## src/rtl/srp_pkg.sv

```systemverilog
package srp_pkg;

  typedef enum logic {
    RD_AFTER  = 1'b0,
    RD_DURING = 1'b1
  } rd_mode_e;

endpackage

```

## src/rtl/srp_sync.sv

```systemverilog
// Two-flop synchronizer per bit with a third stage kept for edge detection.
module srp_sync #(
  parameter int             N       = 4,
  parameter logic [N-1:0]   RST_VAL = '0
) (
  input  logic         clk,
  input  logic         rst_n,
  input  logic [N-1:0] din,
  output logic [N-1:0] dout,
  output logic [N-1:0] dprev
);

  for (genvar g = 0; g < N; g++) begin : g_bit
    logic [2:0] stage_q;

    always_ff @(posedge clk or negedge rst_n) begin
      if (!rst_n) begin
        stage_q <= {3{RST_VAL[g]}};
      end else begin
        stage_q <= {stage_q[1:0], din[g]};
      end
    end

    assign dout[g]  = stage_q[1];
    assign dprev[g] = stage_q[2];
  end

endmodule

```

## src/rtl/srp_conv_seq.sv

```systemverilog
// Conversion sequencer: busy window of fixed length, result capture at its end.
module srp_conv_seq #(
  parameter int W           = 16,
  parameter int CONV_CYCLES = 400
) (
  input  logic         clk,
  input  logic         rst_n,
  input  logic         start_i,
  input  logic [W-1:0] sample_i,
  output logic         busy_o,
  output logic         done_o,
  output logic [W-1:0] result_o
);

  localparam int CW = $clog2(CONV_CYCLES + 1);

  logic          busy_q, busy_d;
  logic [CW-1:0] cnt_q, cnt_d;
  logic          res_en;
  logic [W-1:0]  res_q;

  always_comb begin
    busy_d = busy_q;
    cnt_d  = cnt_q;
    res_en = 1'b0;
    if (!busy_q) begin
      if (start_i) begin
        busy_d = 1'b1;
        cnt_d  = CW'(CONV_CYCLES - 1);
      end
    end else if (cnt_q == '0) begin
      busy_d = 1'b0;
      res_en = 1'b1;
    end else begin
      cnt_d = cnt_q - 1'b1;
    end
  end

  always_ff @(posedge clk or negedge rst_n) begin
    if (!rst_n) begin
      busy_q <= 1'b0;
      cnt_q  <= '0;
    end else begin
      busy_q <= busy_d;
      cnt_q  <= cnt_d;
    end
  end

  always_ff @(posedge clk or negedge rst_n) begin
    if (!rst_n) begin
      res_q <= '0;
    end else if (res_en) begin
      res_q <= sample_i;
    end
  end

  assign busy_o   = busy_q;
  assign done_o   = res_en;
  assign result_o = res_q;

endmodule

```

## src/rtl/srp_shifter.sv

```systemverilog
// Serial shift path: reload on select, shift on sclk fall, chain capture on rise,
// read-error tracking for read-during-conversion.
module srp_shifter
  import srp_pkg::*;
#(
  parameter int W    = 16,
  parameter int CNTW = 6
) (
  input  logic         clk,
  input  logic         rst_n,
  input  rd_mode_e     mode_i,
  input  logic         load_i,
  input  logic         sel_i,
  input  logic         rise_i,
  input  logic         fall_i,
  input  logic         chain_i,
  input  logic [W-1:0] result_i,
  input  logic         busy_i,
  input  logic         done_i,
  output logic         sdo_o,
  output logic         err_o
);

  logic [W-1:0]    sh_q, sh_d;
  logic [CNTW-1:0] cnt_q, cnt_d;
  logic            chain_q, chain_d;
  logic            armed_q, armed_d;
  logic            err_q, err_d;

  always_comb begin
    sh_d    = sh_q;
    cnt_d   = cnt_q;
    chain_d = chain_q;
    armed_d = armed_q;
    err_d   = 1'b0;

    if (rise_i && sel_i) begin
      chain_d = (mode_i == RD_AFTER) ? chain_i : 1'b0;
    end

    if (load_i) begin
      sh_d    = result_i;
      cnt_d   = '0;
      chain_d = 1'b0;
      armed_d = (mode_i == RD_DURING) && busy_i && !done_i;
    end else if (fall_i && sel_i) begin
      sh_d = {sh_q[W-2:0], chain_q};
      if (cnt_q != '1) begin
        cnt_d = cnt_q + 1'b1;
      end
    end

    if (done_i) begin
      err_d   = armed_q && (cnt_d < CNTW'(W));
      armed_d = 1'b0;
    end
  end

  always_ff @(posedge clk or negedge rst_n) begin
    if (!rst_n) begin
      sh_q    <= '0;
      cnt_q   <= '0;
      chain_q <= 1'b0;
      armed_q <= 1'b0;
      err_q   <= 1'b0;
    end else begin
      sh_q    <= sh_d;
      cnt_q   <= cnt_d;
      chain_q <= chain_d;
      armed_q <= armed_d;
      err_q   <= err_d;
    end
  end

  assign sdo_o = sel_i & sh_q[W-1];
  assign err_o = err_q;

endmodule

```

## src/rtl/ser_result_port.sv

```systemverilog
module ser_result_port
  import srp_pkg::*;
#(
  parameter int DATA_W      = 16,
  parameter int CONV_CYCLES = 400
) (
  input  logic              clk,
  input  logic              rst_n,
  input  logic              mode_i,
  input  logic              cnvst_i,
  input  logic [DATA_W-1:0] sample_i,
  input  logic              sclk_i,
  input  logic              cs_n_i,
  input  logic              rd_n_i,
  input  logic              chain_i,
  output logic              busy_o,
  output logic              sdo_o,
  output logic              rd_err_o
);

  localparam int CNTW = $clog2(DATA_W) + 2;
  localparam int NSYN = 4;

  // reset: asynchronous assertion, synchronous release
  logic rst_meta_q, rst_q;
  always_ff @(posedge clk or negedge rst_n) begin
    if (!rst_n) begin
      rst_meta_q <= 1'b0;
      rst_q      <= 1'b0;
    end else begin
      rst_meta_q <= 1'b1;
      rst_q      <= rst_meta_q;
    end
  end

  // bit order: {chain, rd_n, cs_n, sclk}
  logic [NSYN-1:0] syn_now, syn_old;
  srp_sync #(
    .N       (NSYN),
    .RST_VAL (4'b0110)
  ) u_sync (
    .clk   (clk),
    .rst_n (rst_q),
    .din   ({chain_i, rd_n_i, cs_n_i, sclk_i}),
    .dout  (syn_now),
    .dprev (syn_old)
  );

  logic sclk_rise, sclk_fall, cs_fall, sel;
  assign sclk_rise = syn_now[0] & ~syn_old[0];
  assign sclk_fall = ~syn_now[0] & syn_old[0];
  assign cs_fall   = ~syn_now[1] & syn_old[1];
  assign sel       = ~syn_now[1] & ~syn_now[2];

  logic              busy_w, done_w;
  logic [DATA_W-1:0] result_w;

  srp_conv_seq #(
    .W           (DATA_W),
    .CONV_CYCLES (CONV_CYCLES)
  ) u_seq (
    .clk      (clk),
    .rst_n    (rst_q),
    .start_i  (cnvst_i),
    .sample_i (sample_i),
    .busy_o   (busy_w),
    .done_o   (done_w),
    .result_o (result_w)
  );

  srp_shifter #(
    .W    (DATA_W),
    .CNTW (CNTW)
  ) u_shift (
    .clk      (clk),
    .rst_n    (rst_q),
    .mode_i   (rd_mode_e'(mode_i)),
    .load_i   (cs_fall),
    .sel_i    (sel),
    .rise_i   (sclk_rise),
    .fall_i   (sclk_fall),
    .chain_i  (syn_now[3]),
    .result_i (result_w),
    .busy_i   (busy_w),
    .done_i   (done_w),
    .sdo_o    (sdo_o),
    .err_o    (rd_err_o)
  );

  assign busy_o = busy_w;

endmodule

```

## config.mk

```make
export PLATFORM = sky130hd
export DESIGN_NAME = ser_result_port
export DESIGN_NICKNAME = d
export VERILOG_FILES = /design/src/rtl/srp_pkg.sv /design/src/rtl/srp_sync.sv /design/src/rtl/srp_conv_seq.sv /design/src/rtl/srp_shifter.sv /design/src/rtl/ser_result_port.sv
export SDC_FILE = /design/constraint.sdc
export NUM_CORES = 1
export LEC_CHECK = 0
export BUFFER_PORTS_ARGS = -buffer_cell sky130_fd_sc_hd__buf_2
export CAP_MARGIN = 20
export CORE_MARGIN = 4
export CORE_UTILIZATION = 40
export DETAILED_ROUTE_END_ITERATION = 12
export PLACE_DENSITY = 0.64
export SYNTH_ARGS = -nofsm -noshare
export SYNTH_HDL_FRONTEND = slang
export SYNTH_SLANG_ARGS = --single-unit
```

## constraint.sdc

```tcl
create_clock -name clk -period 2.1 [get_ports clk]
set_input_delay 0.315 -clock clk [delete_from_list [all_inputs] [get_ports clk]]
set_output_delay 0.315 -clock clk [all_outputs]
set_load 0.1 [all_outputs]
```

* After elaboration in Yosys (flattened, before gate mapping)
Cells that the tools add are included.
** Storage, ports and cells
- Output and inout bits :: 3
- Logic and storage cells :: 59
- Register bits after elaboration :: 63
- Input bits :: 24
** Operators by class
- Bitwise logic cells :: 9
- Reduce and logical (&&, ||, !) cells :: 12
- Order comparisons :: 1
- Add/sub/neg operators :: 2
- Equal/unequal tests :: 2
- Mux-type cells :: 19
** Operator list (count)
- two-way mux 16 bit :: 2
- two-way mux 9 bit :: 3
- two-way mux 6 bit :: 3
- two-way mux 1 bit :: 11
- zero test 9 bit :: 1
- subtractor 9 x 1 -> 9 bit, second input constant :: 1
- nonzero test 2 bit :: 4
- adder 6 x 1 -> 6 bit, second input constant :: 1
- < comparator 6 x 5 -> 1 bit, second input constant :: 1
- inequality test 6 bit, second input constant :: 1
- bitwise AND 1 bit :: 5
- logical AND 1 bit :: 5
- NOT 1 bit :: 4
- inequality test 2 bit, second input constant :: 1
- AND reduction 2 bit :: 1
- zero test 1 bit :: 1

* Longest topological paths before layout
Gate-level depths: netlist (run 1).
- Depth after elaboration :: 8
- Gate-level depth with buffers :: 7
- Gate-level depth less buffers :: 6

* Cells and area by module
A second synthesis (run 1) with hierarchy kept.
** Unflattened totals
- Cells, all modules :: 233
- Area, all modules :: 2890.3 um^2
** By module, submodules not included
- srp_shifter :: cells each 117, instances 1, sequential area each 625.6 um^2, area an instance 1233.7 um^2
- srp_conv_seq :: cells each 89, instances 1, sequential area each 650.6 um^2, area an instance 1209.9 um^2
- srp_sync :: cells each 20, instances 1, sequential area each 307.8 um^2, area an instance 367.9 um^2
- ser_result_port :: cells each 7, instances 1, sequential area each 50.0 um^2, area an instance 78.8 um^2

* Least setup slack after synthesis (run 1)
OpenSTA, ideal clock, no wires.
- Kind :: reg-to-output
- From :: register u_sync.g_bit[1].stage_q[1]
- To :: output port sdo_o
- Slack :: -0.798 ns
- Data required time :: 1.785 ns
- Stages on the path, launching flop included :: 2
- Path buffers :: 0
- Data arrival time :: 2.583 ns
- Cells stage by stage :: dfstp_2 nor3b_1
** Between the ends
- Word-level cells in the longest chain between the ends :: 3
** Ends and longest elaborated chain
- start: declaration :: RTL line srp_sync.sv:14 : logic [2:0] stage_q;
- start signal: assignment :: RTL line srp_sync.sv:18 : stage_q <= {3{RST_VAL[g]}};
- start signal: assignment :: RTL line srp_sync.sv:20 : stage_q <= {stage_q[1:0], din[g]};
- NOT 1 bit :: RTL line ser_result_port.sv:53 : assign sel = ~syn_now[1] & ~syn_now[2];
- bitwise AND 1 bit :: RTL line ser_result_port.sv:53
- bitwise AND 1 bit :: RTL line srp_shifter.sv:75 : assign sdo_o = sel_i & sh_q[W-1];
- end: declaration :: RTL line ser_result_port.sv:17 : output logic sdo_o,
Every way passes these cells.

* Final worst setup path (run 1)
- From :: register u_seq.cnt_q[0]
- To :: register u_seq.res_q[14] (netlist: u_seq.result_o[14])
** Between the ends
- Word-level cells in the longest chain between the ends :: 3
** Ends and longest elaborated chain
- start: declaration :: RTL line srp_conv_seq.sv:18 : logic [CW-1:0] cnt_q, cnt_d;
- start signal: assignment :: RTL line srp_conv_seq.sv:45 : cnt_q <= cnt_d;
- zero test 9 bit :: RTL line srp_conv_seq.sv:31 : end else if (cnt_q == '0) begin
- two-way mux 1 bit :: RTL line srp_conv_seq.sv:31
- two-way mux 1 bit :: RTL line srp_conv_seq.sv:26 : if (!busy_q) begin
- end signal: assignment :: RTL line srp_conv_seq.sv:53 : res_q <= sample_i;
- end: declaration :: RTL line srp_conv_seq.sv:20 : logic [W-1:0] res_q;
Every way passes these cells.
A chain may end at the register's enable or synchronous reset.

==> metrics.md, run 1 <==
| Metric | Value |
|---|---|
| Status | completed |
| Area Overhead vs Synth | 17.6% |
| Total iterations of the first detailed-routing run | 4 |
| Synth cell count leaders | dfrtp_1, o21ai_0, mux2i_1, nand2_1, nor2_1 |
| CTS resizes | 0 |
| Worst Path Max Fanout | 15 |
| Die width | 90.5 um |
| Slew Viols, Final | 0 |
| Reg2reg path depth | 6 |
| Final HPWL DP | 3.22 mm |
| Die area | 8190 um^2 |
| Avg Cell Area, Syn | 12.3 um^2 |
| Leak Pwr | 0.00139 uW |
| CTS tree | yes |
| Initial core utilization | 0.419 |
| Seq/Total Area, Yosys | 0.581 |
| Post-synth ARST share | 1.00 |
| Maxcap violations | 0 |
| Final WL | 4.84 mm |
| CP endpoint kind | flip-flop |
| First-pass GRT wire length | 8.56 mm |
| Most common cell in the netlist | dfrtp_1 |
| Post-synthesis instance total | 221 |
| Hold crit path type | in2reg |
| Share of the synthesized area in the top cell type | 0.533 |
| Routability congestion estimate | 0.800 |
| Switching Share | 0.301 |
| P_sw | 1130 uW |
| Setup TNS Final | 0 ns |
| Sequential share of power | 0.500 |
| Final Util | 0.493 |
| Die Span Y | 90.5 um |
| Largest net degree at the start of global routing | 62 |
| Minimum clock period | 1.80 ns |
| Maximum clock rate | 556 MHz |
| EDFF count, synth | 0 |
| Netlist cell types | 48 |
| Required time of the critical path | 2.32 ns |
| CP Launch Type | flip-flop |
| Total gr overflow | 0 |
| DRC Markers | 0 |
| Pwr dens | 1170 nW/um^2 |
| Share of cells above drive strength 1 | 0.309 |
| HP Start | cs_n_i |
| Mapped cell area | 2720 um^2 |
| Max VDD drop | 0.523 mV |
| Launch point of the worst reg-to-reg path | u_seq.cnt_q[0] |
| Initial antenna violation count | 0 |
| CTS clk-pin slew, worst paths | 0.07 ns |
| Pint | 2610 uW |
| Worst Skew | 0.0103 ns |
| Non-Filler Instances | 339 |
| Cell total after placement | 320 |
| Vias per inst | 5.27 |
| DR WL/cell | 14.3 um |
| Worst skew pair latency | 0.34 ns |
| Fin crit share | 0.856 |
| # rows | 29 |
| Antenna Cells | 0 |
| IO Pins | 27 |
| Largest area contributor in the netlist | dfrtp_1 |
| Critical setup path kind | reg2reg |
| RSZ-0062 raised after global routing | no |
| # port buffers | 26 |
| Number of global-route vias before repair | 1865 |
| CTS Sinks | 63 |
| Ranking of synthesized cells by area | dfrtp_1, mux2i_1, dfstp_2, mux2_4, o21ai_0 |
| Detail Route Antenna Nets | 0 |
| Syn Nets | 247 |
| CTS max path bufs | 2 |
| Clock H-tree levels | 3 |
| Hold Vio Cnt, Final | 0 |
| CTS root buffer | clkbuf_8 |
| Hold Path Depth | 1 |
| Clock power share | 0.277 |
| Layout net count | 283 |
| Hold Path Sink | u_sync.g_bit[1].stage_q[0] |
| RR Endpoint | u_seq.result_o[14] |
| Gate power share | 0.223 |
| Vias | 1786 |
| Core Area | 6490 um^2 |
| Starting DRT DRC Count | 69 |
| Setup-failing EPs final | 0 |
| Gr usage total | 0.130 |
| Synth Register Bits | 63 |
| Dominant synthesized flop cell | dfrtp_1 |
| Worst reg2reg setup slack | 0.30 ns |
| TritonCTS buffer count | 9 |
| Worst Path Arrival | 2.02 ns |
| Yosys warns | 0 |
-- cells in the final DEF, fill, tap and decap left out, drive strengths merged, types with 3 or more instances in the layout --
cell type / n
nand2: 18
mux2: 16
nor3b: 4
o31ai: 3
nor2: 9
clkbuf: 9
xnor2: 3
nor3: 6
o21ai: 19
mux2i: 18
clkinv: 3
dfrtp: 58
dfstp: 5
nand3: 5
buf: 34
inv: 5
nand2b: 5
a21oi: 8
-- critical path, stage by stage, from the launching register on --
cell	delay (ns)
dfrtp_1	0.39
inv_1	0.10
ha_1	0.19
nor4b_2	0.38
nand3_4	0.15
buf_12	0.19
mux2_4	0.29
-- power by group through the flow --
stage / Sequential [uW] / Combinational (uW) / Clock, uW
2_1_floorplan: 1840 / 669 / 0
3_3_place_gp: 1880 / 799 / 0
3_5_place_dp: 1900 / 826 / 0
4_1_cts: 1870 / 835 / 1070
5_1_grt: 1930 / 947 / 1120
6_report: 1870 / 832 / 1040
-- layer usage --
layer  global-route usage  vias up  part of all wire
li1                     -      871                 -
met1                0.167      872              0.48
met2                0.194       33              0.46
met3               0.0500       10             0.046
met4               0.0587        0             0.018
met5                    0        -                 0
-- repair_timing --
action,in CTS,in global routing
hold buffers,1,0
endpoints found under the hold margin,2,0
endpoints found under the setup margin,0,1
setup buffers,0,2
-- how the worst max path moves through the flow --
| stage | startpoint | endpoint | slack, ns | cells after the start |
|---|---|---|---|---|
| after floorplan | u_seq.busy_o | u_seq.result_o[0] | 0.13 | 4 |
| after CTS | u_seq.cnt_q[0] | u_seq.cnt_q[1] | 0.19 | 6 |
| after global routing | u_seq.cnt_q[0] | u_seq.result_o[14] | 0.17 | 6 |
| after global placement | u_seq.cnt_q[0] | u_seq.cnt_q[1] | 0.26 | 6 |
| final | u_seq.cnt_q[0] | u_seq.result_o[14] | 0.30 | 6 |
| after detailed placement | u_seq.cnt_q[0] | u_seq.cnt_q[1] | 0.19 | 6 |
-- flip-flops by register name, indices dropped and copies added, names as in the netlist --
register,flops
rst_q,1
u_seq.cnt_q,9
u_shift.chain_q,1
u_shift.sh_q,16
u_shift.cnt_q,6
u_shift.armed_q,1
u_seq.result_o,16
rst_meta_q,1
u_seq.busy_o,1
u_shift.err_o,1
u_sync.g_bit.stage_q,10
-- area by class of cell --
cell class	count	area [um^2]
multi-input cells	144	1080
fillers	574	3290
clock buffers	9	124
inverters	4	15.0
clock inverters	7	72.6
flip-flops and latches	63	1580
repair buffers	35	225
well taps	77	96.3
-- stage by stage --
| stage | total power [uW] | cell area (um^2) | hold slack, ns | setup slack [ns] |
|---|---|---|---|---|
| 6_report | 3740 | 3200 | 0.0784 | 0.302 |
| 2_1_floorplan | 2510 | 2730 | 0.0194 | 0.135 |
| 4_1_cts | 3770 | 3170 | 0.0620 | 0.186 |
| 3_5_place_dp | 2720 | 2970 | 0.103 | 0.185 |
| 3_3_place_gp | 2680 | 2970 | 0.100 | 0.261 |
| 5_1_grt | 4000 | 3200 | 0.0516 | 0.168 |
-- cell families after synthesis --
| family | Yosys count | synth area share |
|---|---|---|
| adders and majority gates | 2 | 0.00919 |
| buffers and inverters | 14 | 0.0234 |
| AOI/OAI and AO/OA | 42 | 0.0951 |
| and+or+nand+nor | 61 | 0.133 |
| muxes | 34 | 0.143 |
| other | 1 | 0.00138 |
| DFF | 63 | 0.581 |
| xor gates and xnor gates | 4 | 0.0129 |
(Power assumes the default switching activity.)
==> run 2: changes to the inputs <==
--- a/config.mk
+++ b/config.mk
@@ -7,10 +7,10 @@
 export LEC_CHECK = 0
 export BUFFER_PORTS_ARGS = -buffer_cell sky130_fd_sc_hd__buf_2
 export CAP_MARGIN = 20
+export CORE_ASPECT_RATIO = 0.75
 export CORE_MARGIN = 4
 export CORE_UTILIZATION = 40
 export DETAILED_ROUTE_END_ITERATION = 12
-export PLACE_DENSITY = 0.64
 export SYNTH_ARGS = -nofsm -noshare
 export SYNTH_HDL_FRONTEND = slang
 export SYNTH_SLANG_ARGS = --single-unit
==> run 2 against run 1 <==
Net effect: combinational power fell by 2%; clock-buffer cell count rose by 3; clock skew fell by 0.0038 ns; core utilization rose by 0.66 points; sequential power barely moved; via count fell by 2.9%; register-to-register slack got worse by 0.02 ns; clock power rose by 7%; sequential share of layout area fell by 0.27 points; fmax fell by 1.6%; routed wire length fell by 2.0%; worst setup slack got worse by 0.029 ns.
==> metrics.md, run 2 (synthesized netlist as in run 1, its figures left out) <==
| Metric | Value |
|---|---|
| Worst Skew | 0.00655 ns (-0.00379 ns) |
| Vias | 1735 (-2.9%) |
| Die area | 8200 um^2 (+0.17%) |
| Minimum clock period | 1.83 ns (+0.0293 ns) |
| Met2 WL | 2.14 mm (-3.8%) |
| Total gr overflow | 0 (unchanged) |
| Final HPWL DP | 3.18 mm (-1.4%) |
| Critical setup path kind | reg2out |
| Met1 Wirelength | 2.31 mm (about the same) |
| Worst Path Max Fanout | 12 (-3) |
| Vias per inst | 5.07 (-3.7%) |
| CTS resizes | 0 (unchanged) |
| CTS max path bufs | 2 (unchanged) |
| Slowest CP cell | dfrtp_1 |
| CP Launch Type | flip-flop |
| Fin area | 3220 um^2 (+0.55%) |
| Starting DRT DRC Count | 50 (-28%) |
| Max VDD drop | 0.562 mV (+7.5%) |
| Routability congestion estimate | 0.763 (-4.6%) |
| Hold crit path type | in2reg |
| Most frequent cells in the layout | dfrtp_1, buf_2, o21ai_0 |
| Initial core utilization | 0.423 (+0.00334) |
| Pwr dens | 1180 nW/um^2 (+1.3%) |
| TritonCTS buffer count | 9 (unchanged) |
| Placed cell areas | 2960 um^2 (-0.34%) |
| Hold Vio Cnt, Final | 0 (unchanged) |
| RSZ-0062 raised after global routing | no |
| Clock H-tree levels | 3 (unchanged) |
| Final WL | 4.74 mm (-2.0%) |
| IO Pins | 27 (unchanged) |
| # rows | 25 (-14%) |
| Post-route setup slack | 0.272 ns (-0.0293 ns) |
| Leak Pwr | 0.00140 uW (+0.51%) |
| Non-Filler Instances | 342 (+0.88%) |
| Initial antenna violation count | 0 (unchanged) |
| Largest net degree at the start of global routing | 40 (-35%) |
| Core Area | 6440 um^2 (-0.79%) |
| Fillers | 596 (+3.8%) |
| Pre-CTS setup slack | 0.138 ns (-0.0477 ns) |
| Number of global-route vias before repair | 1787 (-4.2%) |
| Worst path bufs/invs | 1 (-1) |
| Switching Share | 0.289 (-0.0127) |
| # port buffers | 26 (unchanged) |
| Layout net count | 282 (-0.35%) |
| Share of cells above drive strength 1 | 0.307 (-0.00265) |
| Detail Route Antenna Nets | 0 (unchanged) |
| CTS Sinks | 63 (unchanged) |
| Crit-path cells | buf_2 |
| Gr usage total | 0.136 (+0.00633) |
| P_sw | 1100 uW (-2.4%) |
| Pint | 2710 uW (+3.7%) |
| DR WL/cell | 13.9 um (-2.8%) |
| CP peak stage delay | 0.65 ns (+0.26 ns) |
| Fin crit share | 0.870 (+0.0140) |
| Setup TNS Final | 0 ns (unchanged) |
| Actual slew at the worst max-slew pin | 0.531 ns |
| Gate power share | 0.215 (-0.008) |
| Setup-failing EPs final | 0 (unchanged) |
| Antenna Cells | 0 (unchanged) |
| Total iterations of the first detailed-routing run | 4 (unchanged) |
| Area Overhead vs Synth | 18.2% |
| Status | completed |
| Sequential share of power | 0.494 (-0.006) |
| Most common cell after layout, fill and taps aside | dfrtp_1 |
| Clock power share | 0.291 (+0.014) |
| Die Span Y | 79.5 um (-12%) |
| Worst Path Arrival | 1.51 ns (-0.51 ns) |
| Slew HR | 0.646 |
| CP endpoint kind | output port |
| Cell total after placement | 322 (+0.63%) |
| CTS clk-pin slew, worst paths | 0.07 ns (about the same) |
| Crit path max-delay family | flip-flops |
| Worst skew pair latency | 0.34 ns (about the same) |
| DRC Markers | 0 (unchanged) |
| Die width | 103 um (+14%) |
| Maximum clock rate | 547 MHz (-1.6%) |
| Maxcap violations | 0 (unchanged) |
| Top layer in use | met4 |
| CTS root buffer | clkbuf_8 |
| Slew Viols, Final | 0 (unchanged) |
| Required time of the critical path | 1.78 ns (-0.54 ns) |
| Routed wl met3 | 189 um (-15%) |
| CTS tree | yes |
| Final Util | 0.499 (+0.00664) |
| First-pass GRT wire length | 8.41 mm (-1.8%) |
## run 2: area by class of cell
cell class              instances  area (um^2)  area share
repair buffers                 34          218      0.0677
multi-input cells             144         1080       0.337
inverters                       4         15.0     0.00467
clock inverters                 4         51.3      0.0159
clock buffers                  12          165      0.0513
well taps                      81          101      0.0315
flip-flops and latches         63         1580       0.492
## run 2: final timing paths
path                            cells after the start                         end  slack [ns]           start
worst max-delay path                                1                      busy_o        0.27    u_seq.busy_o
worst min-delay path                                1  u_sync.g_bit[1].stage_q[0]        0.07          cs_n_i
worst max register to register                      6           u_seq.result_o[2]        0.28  u_seq.cnt_q[0]
worst min register to register                      0            u_shift.cnt_q[0]        0.25           rst_q
max in group asynchronous                           1  u_sync.g_bit[2].stage_q[1]        1.22           rst_q
min in group asynchronous                           0            u_shift.cnt_q[0]        0.25           rst_q
## run 2: metrics by stage
step	hold WS, ns	total power [uW]
floorplan	0.0194	2510
global placement	0.101	2680
detailed placement	0.101	2720
CTS	0.0444	3860
global route	0.0432	4100
finish	0.0665	3810
## run 2: what timing repair did
| item | 4_1_cts | 5_1_grt |
|---|---|---|
| hold endpoints to repair | 2 | 0 |
| buffers inserted | 0 | 3 |
| hold buffers | 1 | 0 |
| endpoints found under the setup margin | 0 | 1 |
## run 2: routing by layer
| layer | GRT usage | vias up |
|---|---|---|
| met4 | 0.0737 | 0 |
| met3 | 0.0454 | 9 |
| met2 | 0.195 | 23 |
| met5 | 0 | - |
| li1 | - | 865 |
| met1 | 0.182 | 838 |
## run 2: power groups by stage
stage                     clock [uW]  sequential, uW  combinational, uW
after global placement             0            1900                789
after floorplan                    0            1840                669
after detailed placement           0            1900                816
after global routing            1210            1940                947
final                           1110            1880                819
after CTS                       1150            1880                823
==> run 3: changes to the inputs <==
--- a/config.mk
+++ b/config.mk
@@ -11,6 +11,9 @@
 export CORE_MARGIN = 4
 export CORE_UTILIZATION = 40
 export DETAILED_ROUTE_END_ITERATION = 12
+export GPL_TIMING_DRIVEN = 1
+export SKIP_CTS_REPAIR_TIMING = 1
 export SYNTH_ARGS = -nofsm -noshare
 export SYNTH_HDL_FRONTEND = slang
+export SYNTH_HIERARCHICAL = 1
 export SYNTH_SLANG_ARGS = --single-unit
==> run 3 against run 2 <==
Net effect: routed wire length is 2.5% higher; register-to-register slack hardly changed; die area is 3.4% higher; sequential cell count stayed put; largest power group unchanged; clock power is 6% higher; critical path type unchanged; combinational power is 2% higher.
==> metrics.md, run 3 <==
| Metric | Value |
|---|---|
| Leak Pwr | 0.00155 uW (+11%) |
| DR WL/cell | 13.9 um (+0.45%) |
| Final WL | 4.86 mm (+2.5%) |
| Final HPWL DP | 3.30 mm (+3.8%) |
| Most frequent cells in the layout | dfrtp_1, nand2_1, buf_2 |
| Avg Cell Area, Syn | 12.3 um^2 (about the same) |
| Antenna Cells | 0 (unchanged) |
| HP Start | cs_n_i |
| Starting DRT DRC Count | 62 (+24%) |
| Worst path bufs/invs | 1 (unchanged) |
| Share of cells above drive strength 1 | 0.317 (+0.0105) |
| Setup-failing EPs final | 0 (unchanged) |
| Required time of the critical path | 1.78 ns (about the same) |
| Gate power share | 0.214 (about the same) |
| Max VDD drop | 0.592 mV (+5.4%) |
| Number of global-route vias before repair | 1707 (-4.5%) |
| Most common cell after layout, fill and taps aside | dfrtp_1 |
| Sequential share of power | 0.482 (-0.012) |
| Initial antenna violation count | 0 (unchanged) |
| Vias | 1753 (+1.0%) |
| Vias per inst | 5.02 (-0.99%) |
| Clock power share | 0.304 (+0.013) |
| Core Area | 6830 um^2 (+6.0%) |
| Status | completed |
| Initial core utilization | 0.413 (-0.00915) |
| Detail Route Antenna Nets | 0 (unchanged) |
| RR Endpoint | u_seq/result_o[14] |
| Yosys warns | 6 (+6) |
| CTS tree | yes |
| RSZ-0062 raised after global routing | no |
| Fin area | 3270 um^2 (+1.6%) |
| Hold crit path type | in2reg |
| # port buffers | 26 (unchanged) |
| Worst Skew | 0.00847 ns (+0.00192 ns) |
| Fin crit share | 0.926 (+0.0554) |
| Largest net degree at the start of global routing | 50 (+25%) |
| Slowest CP cell | buf_2 |
| Setup TNS Final | 0 ns (unchanged) |
| Total gr overflow | 0 (unchanged) |
| Pint | 2770 uW (+2.3%) |
| Crit path max-delay family | simple AND/OR/NAND/NOR gates |
| Minimum clock period | 1.94 ns (+0.116 ns) |
| DRC Markers | 0 (unchanged) |
| Pwr dens | 1190 nW/um^2 (+0.61%) |
| Launch point of the worst reg-to-reg path | u_seq/cnt_q[0] |
| Worst Path Arrival | 1.63 ns (+0.12 ns) |
| Hold Path Sink | u_sync/g_bit[1].stage_q[0] |
| CTS max path bufs | 2 (unchanged) |
| Pre-CTS setup slack | 0.263 ns (+0.125 ns) |
| Worst Path Max Fanout | 5 (-7) |
| Switching Share | 0.288 (-0.000812) |
| Overall power | 3890 uW (+2.2%) |
| CP peak stage delay | 0.42 ns (-0.23 ns) |
| Hold Path Depth | 1 (unchanged) |
| Routability congestion estimate | 0.777 (+1.7%) |
| CTS clk-pin slew, worst paths | 0.07 ns (about the same) |
| Maximum clock rate | 514 MHz (-6.0%) |
| # rows | 26 (+4.0%) |
| Worst skew pair latency | 0.34 ns (about the same) |
| First-pass GRT wire length | 8.18 mm (-2.8%) |
| Layout net count | 286 (+1.4%) |
| Die area | 8480 um^2 (+3.4%) |
| Maxcap violations | 0 (unchanged) |
| Slew Viols, Final | 0 (unchanged) |
| CTS Sinks | 63 (unchanged) |
| IO Pins | 27 (unchanged) |
| CP Launch Type | flip-flop |
| Area Overhead vs Synth | 15.7% |
| Gr usage total | 0.125 (-0.0115) |
| Die Span Y | 80.8 um (+1.7%) |
| Post-synthesis instance total | 229 (+3.6%) |
| P_sw | 1120 uW (+1.9%) |
| Reg2reg path depth | 5 (-1) |
| Placed cell areas | 3030 um^2 (+2.4%) |
| Crit-path cells | nor2_1 -> and2_1 -> buf_2 |
| CTS root buffer | clkbuf_8 |
| Mapped cell area | 2820 um^2 (+3.7%) |
| Total iterations of the first detailed-routing run | 4 (unchanged) |
| Critical setup path kind | reg2out |
| Syn Nets | 255 (+3.2%) |
| TritonCTS buffer count | 9 (unchanged) |
| Hold Vio Cnt, Final | 0 (unchanged) |
| Worst reg2reg setup slack | 0.28 ns (about the same) |
| Die width | 105 um (+1.7%) |
| CP endpoint kind | output port |
| Post-route setup slack | 0.156 ns (-0.116 ns) |
| Clock H-tree levels | 3 (unchanged) |
-- run 3: cell types whose count changed in the layout (fill, tap and decap cells not counted), moves of 3 or more --
| cell | previous run | this run |
|---|---|---|
| nand2_1 | 18 | 29 |
| nor3b_1 | 3 | 0 |
| nor3_1 | 6 | 1 |
| mux2i_1 | 18 | 21 |
| a21oi_1 | 8 | 5 |
| nor2b_1 | 0 | 4 |
-- run 3: layout make-up --
cell class,count,area (um^2)
sequential,63,1580
multi-input combinational,149,1130
clock inverter,6,92.6
clock buffer,10,138
fill,633,3560
inverter,3,11.3
timing repair buffer,34,205
tap,84,105
-- run 3: power by group through the flow --
stage / Sequential (uW) / Clock, uW / Combinational (uW)
global placement: 1890 / 0 / 814
global route: 1930 / 1280 / 934
floorplan: 1840 / 0 / 675
finish: 1880 / 1180 / 832
detailed placement: 1890 / 0 / 839
CTS: 1880 / 1230 / 840
-- run 3: how the worst max path moves through the flow --
stage                          startpoint  slack, ns                end  depth (start not counted)
2_1_floorplan                u_seq/busy_o       0.02     u_seq/cnt_q[5]                          3
3_3_place_gp               u_seq/cnt_q[0]       0.30  u_seq/result_o[6]                          5
3_5_place_dp               u_seq/cnt_q[0]       0.26  u_seq/result_o[4]                          5
4_1_cts        u_sync/g_bit[1].stage_q[1]       0.11              sdo_o                          3
5_1_grt        u_sync/g_bit[1].stage_q[1]       0.02              sdo_o                          3
6_report       u_sync/g_bit[1].stage_q[1]       0.16              sdo_o                          3
-- run 3: layer usage --
metal / track usage / up-vias / share of wire
li1: - / 869 / -
met2: 0.175 / 37 / 0.41
met5: 0 / - / 0
met4: 0.0459 / 0 / 0.020
met1: 0.168 / 838 / 0.52
met3: 0.0596 / 9 / 0.051
-- run 3: stage by stage --
stage               hold WS, ns  cells  utilization
CTS                      -0.269    348        0.477
floorplan                0.0194    229            -
global route             0.0408    349        0.478
global placement          0.101    332        0.443
detailed placement        0.103    332        0.443
finish                   0.0715    349        0.478
